### config.mk
export PLATFORM = sky130hd
export DESIGN_NAME = ucode_sequencer
export DESIGN_NICKNAME = d
export VERILOG_FILES = /design/src/rtl/useq_pkg.sv /design/src/rtl/useq_opdec.sv /design/src/rtl/useq_cstore.sv /design/src/rtl/useq_nextaddr.sv /design/src/rtl/ucode_sequencer.sv
export SDC_FILE = /design/constraint.sdc
export NUM_CORES = 1
export LEC_CHECK = 0
export ABC_AREA = 1
export BUFFER_PORTS_ARGS = -buffer_cell sky130_fd_sc_hd__buf_2
export CAP_MARGIN = 20
export CORE_UTILIZATION = 43
export DETAILED_ROUTE_END_ITERATION = 6
export MAX_ROUTING_LAYER = met4
export PLACE_DENSITY = 0.82
export SLEW_MARGIN = 20
export SYNTH_ARGS = -nofsm -noshare
export SYNTH_HDL_FRONTEND = slang
export SYNTH_SLANG_ARGS = --single-unit
### constraint.sdc
create_clock -name clk -period 1.3 [get_ports clk]
set_input_delay 0.065 -clock clk [delete_from_list [all_inputs] [get_ports clk]]
set_output_delay 0.065 -clock clk [all_outputs]
set_load 0.1 [all_outputs]
### src/rtl/useq_pkg.sv
package useq_pkg;

    localparam int AW     = 5;
    localparam int OPW    = 2;
    localparam int CTRL_W = 18;
    localparam int UDEPTH = 1 << AW;

    typedef logic [AW-1:0] uaddr_t;

    // Opcode encoding taken from IR bits 7:6
    typedef enum logic [OPW-1:0] {
        OP_LOAD  = 2'b00,
        OP_ADD   = 2'b01,
        OP_JUMP  = 2'b10,
        OP_STORE = 2'b11
    } opc_e;

    // Decoded opcode, exactly one bit high
    typedef struct packed {
        logic is_load;
        logic is_store;
        logic is_add;
        logic is_jump;
    } opsel_t;

    // Datapath enables, most significant field first (bit 17 .. bit 0)
    typedef struct packed {
        logic addr_drive;    // 17
        logic mar_from_pc;   // 16
        logic pc_from_alu;   // 15
        logic mbr_from_bus;  // 14
        logic opnd_mbr;      // 13
        logic alu_latch;     // 12
        logic acc_from_alu;  // 11
        logic acc_from_mbr;  // 10
        logic mbr_from_acc;  // 9
        logic mbr_to_bus;    // 8
        logic pc_from_ir;    // 7
        logic opnd_pc;       // 6
        logic ir_from_mbr;   // 5
        logic mar_from_ir;   // 4
        logic carry_in;      // 3
        logic add_en;        // 2
        logic mem_rd;        // 1
        logic mem_wr;        // 0
    } dp_ctrl_t;

    // Jump condition flags of a control word
    typedef struct packed {
        logic last;       // unconditional jump: end of a routine
        logic on_load;
        logic on_store;
        logic on_add;
        logic on_jump;
    } jflags_t;

    typedef struct packed {
        dp_ctrl_t ctl;
        jflags_t  jf;
        uaddr_t   seq_a;
        uaddr_t   jmp_a;
    } uword_t;

    // Control store map
    localparam uaddr_t UA_F1    = uaddr_t'(1);
    localparam uaddr_t UA_F2    = uaddr_t'(2);
    localparam uaddr_t UA_F3    = uaddr_t'(3);
    localparam uaddr_t UA_LD1   = uaddr_t'(4);
    localparam uaddr_t UA_LD2   = uaddr_t'(5);
    localparam uaddr_t UA_LD3   = uaddr_t'(6);
    localparam uaddr_t UA_DSP_L = uaddr_t'(7);
    localparam uaddr_t UA_DSP_S = uaddr_t'(8);
    localparam uaddr_t UA_DSP_A = uaddr_t'(9);
    localparam uaddr_t UA_DSP_J = uaddr_t'(10);
    localparam uaddr_t UA_ST1   = uaddr_t'(11);
    localparam uaddr_t UA_ST2   = uaddr_t'(12);
    localparam uaddr_t UA_AD1   = uaddr_t'(13);
    localparam uaddr_t UA_AD2   = uaddr_t'(14);
    localparam uaddr_t UA_AD3   = uaddr_t'(15);
    localparam uaddr_t UA_AD4   = uaddr_t'(16);
    localparam uaddr_t UA_JP1   = uaddr_t'(17);

    // Contents of one control store location. Unused locations fall back to fetch.
    function automatic uword_t uword_at(uaddr_t a);
        uword_t w;
        w = '0;
        case (a)
            UA_F1: begin
                w.ctl.mar_from_pc = 1'b1;
                w.seq_a = UA_F2;
            end
            UA_F2: begin
                w.ctl.addr_drive   = 1'b1;
                w.ctl.mbr_from_bus = 1'b1;
                w.ctl.opnd_pc      = 1'b1;
                w.ctl.add_en       = 1'b1;
                w.ctl.carry_in     = 1'b1;
                w.ctl.mem_rd       = 1'b1;
                w.seq_a = UA_F3;
            end
            UA_F3: begin
                w.ctl.pc_from_alu = 1'b1;
                w.ctl.ir_from_mbr = 1'b1;
                w.jf.last = 1'b1;
                w.jmp_a   = UA_DSP_L;
            end
            UA_LD1: begin
                w.ctl.mar_from_ir = 1'b1;
                w.seq_a = UA_LD2;
            end
            UA_LD2: begin
                w.ctl.addr_drive   = 1'b1;
                w.ctl.mbr_from_bus = 1'b1;
                w.ctl.mem_rd       = 1'b1;
                w.seq_a = UA_LD3;
            end
            UA_LD3: begin
                w.ctl.acc_from_mbr = 1'b1;
                w.jf.last = 1'b1;
                w.jmp_a   = UA_F1;
            end
            UA_DSP_L: begin
                w.jf.on_load = 1'b1;
                w.seq_a = UA_DSP_S;
                w.jmp_a = UA_LD1;
            end
            UA_DSP_S: begin
                w.jf.on_store = 1'b1;
                w.seq_a = UA_DSP_A;
                w.jmp_a = UA_ST1;
            end
            UA_DSP_A: begin
                w.jf.on_add = 1'b1;
                w.seq_a = UA_DSP_J;
                w.jmp_a = UA_AD1;
            end
            UA_DSP_J: begin
                w.jf.on_jump = 1'b1;
                w.seq_a = UA_DSP_L;
                w.jmp_a = UA_JP1;
            end
            UA_ST1: begin
                w.ctl.mbr_from_acc = 1'b1;
                w.ctl.mar_from_ir  = 1'b1;
                w.seq_a = UA_ST2;
            end
            UA_ST2: begin
                w.ctl.addr_drive = 1'b1;
                w.ctl.mbr_to_bus = 1'b1;
                w.ctl.mem_wr     = 1'b1;
                w.jf.last = 1'b1;
                w.jmp_a   = UA_F1;
            end
            UA_AD1: begin
                w.ctl.mar_from_ir = 1'b1;
                w.seq_a = UA_AD2;
            end
            UA_AD2: begin
                w.ctl.addr_drive   = 1'b1;
                w.ctl.mbr_from_bus = 1'b1;
                w.ctl.mem_rd       = 1'b1;
                w.seq_a = UA_AD3;
            end
            UA_AD3: begin
                w.ctl.opnd_mbr  = 1'b1;
                w.ctl.alu_latch = 1'b1;
                w.ctl.add_en    = 1'b1;
                w.seq_a = UA_AD4;
            end
            UA_AD4: begin
                w.ctl.acc_from_alu = 1'b1;
                w.jf.last = 1'b1;
                w.jmp_a   = UA_F1;
            end
            UA_JP1: begin
                w.ctl.pc_from_ir = 1'b1;
                w.jf.last = 1'b1;
                w.jmp_a   = UA_F1;
            end
            default: begin
                w.jf.last = 1'b1;
                w.jmp_a   = UA_F1;
            end
        endcase
        return w;
    endfunction

endpackage

### src/rtl/useq_opdec.sv
module useq_opdec
    import useq_pkg::*;
#(
    parameter int OP_W = OPW
) (
    input  logic [OP_W-1:0] op,
    output opsel_t          sel
);
    localparam int NCODE = 1 << OP_W;

    logic [NCODE-1:0] hit;

    for (genvar k = 0; k < NCODE; k++) begin : g_dec
        assign hit[k] = (op == OP_W'(k));
    end

    always_comb begin
        sel.is_load  = hit[int'(OP_LOAD)];
        sel.is_store = hit[int'(OP_STORE)];
        sel.is_add   = hit[int'(OP_ADD)];
        sel.is_jump  = hit[int'(OP_JUMP)];
    end
endmodule

### src/rtl/useq_cstore.sv
module useq_cstore
    import useq_pkg::*;
#(
    parameter int DEPTH = UDEPTH
) (
    input  uaddr_t addr,
    output uword_t word
);
    uword_t tbl [DEPTH];

    for (genvar i = 0; i < DEPTH; i++) begin : g_word
        assign tbl[i] = uword_at(uaddr_t'(i));
    end

    assign word = tbl[addr];
endmodule

### src/rtl/useq_nextaddr.sv
module useq_nextaddr
    import useq_pkg::*;
(
    input  uword_t w,
    input  opsel_t dec,
    output uaddr_t nxt
);
    logic take;

    always_comb begin
        take = w.jf.last
             | (w.jf.on_load  & dec.is_load)
             | (w.jf.on_store & dec.is_store)
             | (w.jf.on_add   & dec.is_add)
             | (w.jf.on_jump  & dec.is_jump);
        nxt  = take ? w.jmp_a : w.seq_a;
    end
endmodule

### src/rtl/ucode_sequencer.sv
module ucode_sequencer
    import useq_pkg::*;
#(
    parameter int     ADDR_W     = AW,
    parameter int     OP_W       = OPW,
    parameter int     CW         = CTRL_W,
    parameter uaddr_t RESET_ADDR = UA_F1
) (
    input  logic              clk,
    input  logic              rst,
    input  logic [OP_W-1:0]   opcode,
    output logic [ADDR_W-1:0] car,
    output logic [CW-1:0]     ctrl
);
    uaddr_t car_q;
    uaddr_t car_d;
    uword_t cur_word;
    opsel_t dec;

    useq_opdec #(.OP_W(OP_W)) u_dec (
        .op  (opcode),
        .sel (dec)
    );

    useq_cstore #(.DEPTH(1 << ADDR_W)) u_store (
        .addr (car_q),
        .word (cur_word)
    );

    useq_nextaddr u_next (
        .w   (cur_word),
        .dec (dec),
        .nxt (car_d)
    );

    always_ff @(posedge clk) begin
        if (rst) car_q <= RESET_ADDR;
        else     car_q <= car_d;
    end

    assign car  = car_q;
    assign ctrl = cur_word.ctl;
endmodule

==> run_results.csv, run 1 <==
group,metric,value,unit
synth,syn-num-nets,137,
synth,yosysSeqAreaShare,13.5,%
synth,synth_area_leaders,"nand2_1 (14%), dfxtp_1 (14%), nor2_1 (10%)",
place,gp_congestion,1.04,
floorplanning,die_x,43.5,microns
synth,synth.avg_cell_area,5.73,sq um
synth,synth_cell_types,20,
synth,ys_seq_elements,5,
outcome,lastStage,"detailed placement",
place,portBuffers,26,
floorplanning,start_util,47.4,%
floorplanning,io_pins,27,
synth,synth.top_cell.area_share,14.2,%
synth,synthCells,129,
synth,syn_area,739,sq um
outcome,error,"[ERROR DPL-0033] detailed placement checks failed during check placement.",
synth,yosys_warnings,0,
place,post-dp-hpwl,3.06,mm
outcome,status,"did not finish",
synth,yosys.area.top_type,"nand2_1",
floorplanning,rows,14,
floorplanning,die_h,43.5,microns
## synthesized netlist by cell type (all sizes together)
library cell	count
nand3	15
inv	17
dfxtp	5
o22ai	2
a21oi	7
buf	7
o21ai	8
nor2	23
nand2	32
nand4	4
nor4	1
nor3	3
ha	4
nand3b	1
## metrics by stage
stage / std cells / TNS [ns]
after floorplan: 129 / -8.69
after global placement: 182 / -0.357
## cells by family after synthesis
| group | Yosys count | share of synthesized area [%] |
|---|---|---|
| simple gates | 79 | 51.1 |
| fa+ha+maj | 4 | 6.77 |
| flops | 5 | 13.5 |
| compound gates | 17 | 11.8 |
| buf+inv | 24 | 16.8 |
==> run 2, diff against run 1 <==
Settings changed: CORE_AREA from default to 2 2 63 65, CORE_UTILIZATION 43 to default, DIE_AREA from default to 0 0 65 67, MAX_ROUTING_LAYER met4 to default, PLACE_DENSITY 0.82 to default, PLACE_DENSITY_LB_ADDON from default to 0.15.
Clock period 1.3 ns to 1.7 ns, I/O delays scaled along.
==> run 2 against run 1 <==
The run now ends clean. Area after synthesis is the same. Synthesized cell count is the same.
==> run_results.csv, run 2 <==
group,metric,value,unit
outcome,status,"finished, final reports clean",
timing,rsz0062_at_grt,"no",
synth,synth_edf_count,0,
place,post-dp-hpwl,1.99,mm
cells_and_area,design_area,1410,sq um
flow_run,maxCapViolations,0,
clock_network,cts_max_path_buffers,2,
timing,clock.fmax,618,MHz
synth,yosysMostFrequentCell,"nand2_1",
synth,yosysSeqAreaShare,13.5,%
timing,final.setup_skew,0.00154,ns
critical_path,cp_top_family,"flip-flops",
timing,setup_viol,0,
cells_and_area,final-seq-area,119,sq um
critical_path,slowest_delay,0.36,ns
global_route,grt_util_all_layers,11.5,%
floorplanning,die_h,67,microns
detailed_routing,vias,906,
detailed_routing,drc,0,
critical_path,cp_cell_sequence,"inv_4, ha_4, inv_2, nor2_4, o21ai_2, a21oi_4, buf_12",
critical_path,slowest_stage,"dfxtp_4",
clock_network,tritoncts,"built",
floorplanning,rows,22,
synth,synth_area_leaders,"nand2_1 (14%), dfxtp_1 (14%), nor2_1 (10%)",
timing,slew_viol_final,0,
synth,synthCells,129,
global_route,grt_max_degree,15,
critical_path,endpoint_kind,"output pin",
global_route,first_global_vias,870,
timing,fin_tns_setup,0,ns
timing,min_period,1.62,ns
cells_and_area,layout_commonest_cell,"nand2_1",
synth,ys.flop_type,"dfxtp_1",
cells_and_area,multi_input_area,692,sq um
detailed_routing,routedWlPerCell,11.4,microns
synth,ys_seq_elements,5,
global_route,overflow,0,
synth,yosys.area.top_type,"nand2_1",
critical_path,arrival,1.53,ns
synth,async_flop_share,0,%
critical_path,critPathKind,"reg2out",
timing,tightest_slew,0.500,ns
timing,relSlewSlack,66.9,%
floorplanning,start_util,20.5,%
timing,hold_violations,0,
detailed_routing,drt_iter0_drc,23,
floorplanning,die_area,4360,sq um
synth,synth_cell_types,20,
synth,yosys_warnings,0,
global_route,grt_pass1_wl,3.99,mm
cells_and_area,largest_reg_flops,5,
floorplanning,die_x,65,microns
synth,syn_area,739,sq um
synth,synthTopCellsByCount,"nand2_1 (28), nor2_1 (20), inv_1 (15)",
clock_network,path_clk_slew,0.03,ns
detailed_routing,via_per_inst,4.49,
detailed_routing,route.antenna.remaining_nets,0,
clock_network,cts_buffers,3,
critical_path,worstPathMaxFanout,4,
detailed_routing,routed_wl,2.31,mm
timing,fin_crit_sh,95.2,%
synth,synth.top_cell.area_share,14.2,%
floorplanning,io_pins,27,
global_route,antenna_found_initial,0,
place,gp_congestion,0.873,
critical_path,critPathBufInv,3,
clock_network,htreeDepth,1,
cells_and_area,final_cell_mix,"nand2_1 (27), buf_12 (18), nand3_1 (14), nor2_4 (12), nor2_1 (11)",
critical_path,critPathRequiredTime,1.62,ns
synth,syn-num-nets,137,
critical_path,startpoint_type,"flop",
place,portBuffers,26,
cells_and_area,n_fill_cell,370,
clock_network,cts_root_buf,"clkbuf_8",
clock_network,clk_latency,0.22,ns
min_path,hp-class,"in2reg",
place,dpl_cell_area,1350,sq um
synth,synth.avg_cell_area,5.73,sq um
floorplanning,core,3610,sq um
detailed_routing,firstDrtPassIters,4,
cells_and_area,drive_above_1_share,46.1,%
cells_and_area,final_nets,163,
cells_and_area,syn_to_final_growth,90.0,%
cells_and_area,antenna_cells,0,
clock_network,clock-sinks,5,
-- run 2: cell counts after synthesis --
Identical to the previous run, type by type.
-- run 2: routing by layer --
metal | GRT usage, % | routed length (microns)
met1 | 14.2 | 1060
met2 | 20.1 | 1120
met3 | 2.03 | 123
met4 | 3.72 | 0
met5 | 0 | 0
-- run 2: final cells by class --
class	instances	area share [%]
timing repair buffer	28	29.6
clock buffer	4	3.21
sequential	5	8.46
tap	48	4.27
inverter	17	5.25
multi-input combinational	100	49.2
-- run 2: kinds of logic after synthesis --
group / count (synthesis) / synth area share [%]
and+or+nand+nor: 79 / 51.1
buffers and inverters: 24 / 16.8
AOI/OAI and AO/OA: 17 / 11.8
DFF: 5 / 13.5
adders and majority gates: 4 / 6.77
-- run 2: path summary, 6_finish.rpt --
check,start,end,slack [ns],cells after the start
hold / removal,rst,car[0],0.12,3
setup / recovery,car[0],ctrl[1],0.08,7
setup reg to reg,car[0],car[1],0.19,11
hold reg to reg,car[4],car[3],0.60,3
-- run 2: what timing repair did --
action | in CTS | in global routing
hold endpoints to repair | 0 | 0
setup buffers | 0 | 1
gates resized for setup | 0 | 1
setup endpoints to repair | 0 | 2
hold buffers | 0 | 0
-- run 2: per-stage QoR --
| stage | setup slack [ns] | hold slack [ns] | util, % | std cells |
|---|---|---|---|---|
| 2_1_floorplan | -0.319 | 0.216 | - | 129 |
| 4_1_cts | 0.0304 | 0.121 | 38.7 | 201 |
| 3_3_place_gp | 0.178 | 0.336 | 37.4 | 197 |
| 6_report | 0.0817 | 0.121 | 39.0 | 202 |
| 3_5_place_dp | 0.184 | 0.348 | 37.4 | 197 |
| 5_1_grt | 0.0122 | 0.160 | 39.0 | 202 |
-- run 2: worst register-to-register path, delay by kind of cell (launching register included) --
kind                       cells  cell delay [ns]
and+or+nand+nor                7             0.67
buffers and inverters          3             0.26
adders and majority gates      1             0.14
DFF                            1             0.36
Power of run 2 is not shown: default switching activity piles up to over one toggle a cycle in this logic, so the estimate is an artifact.
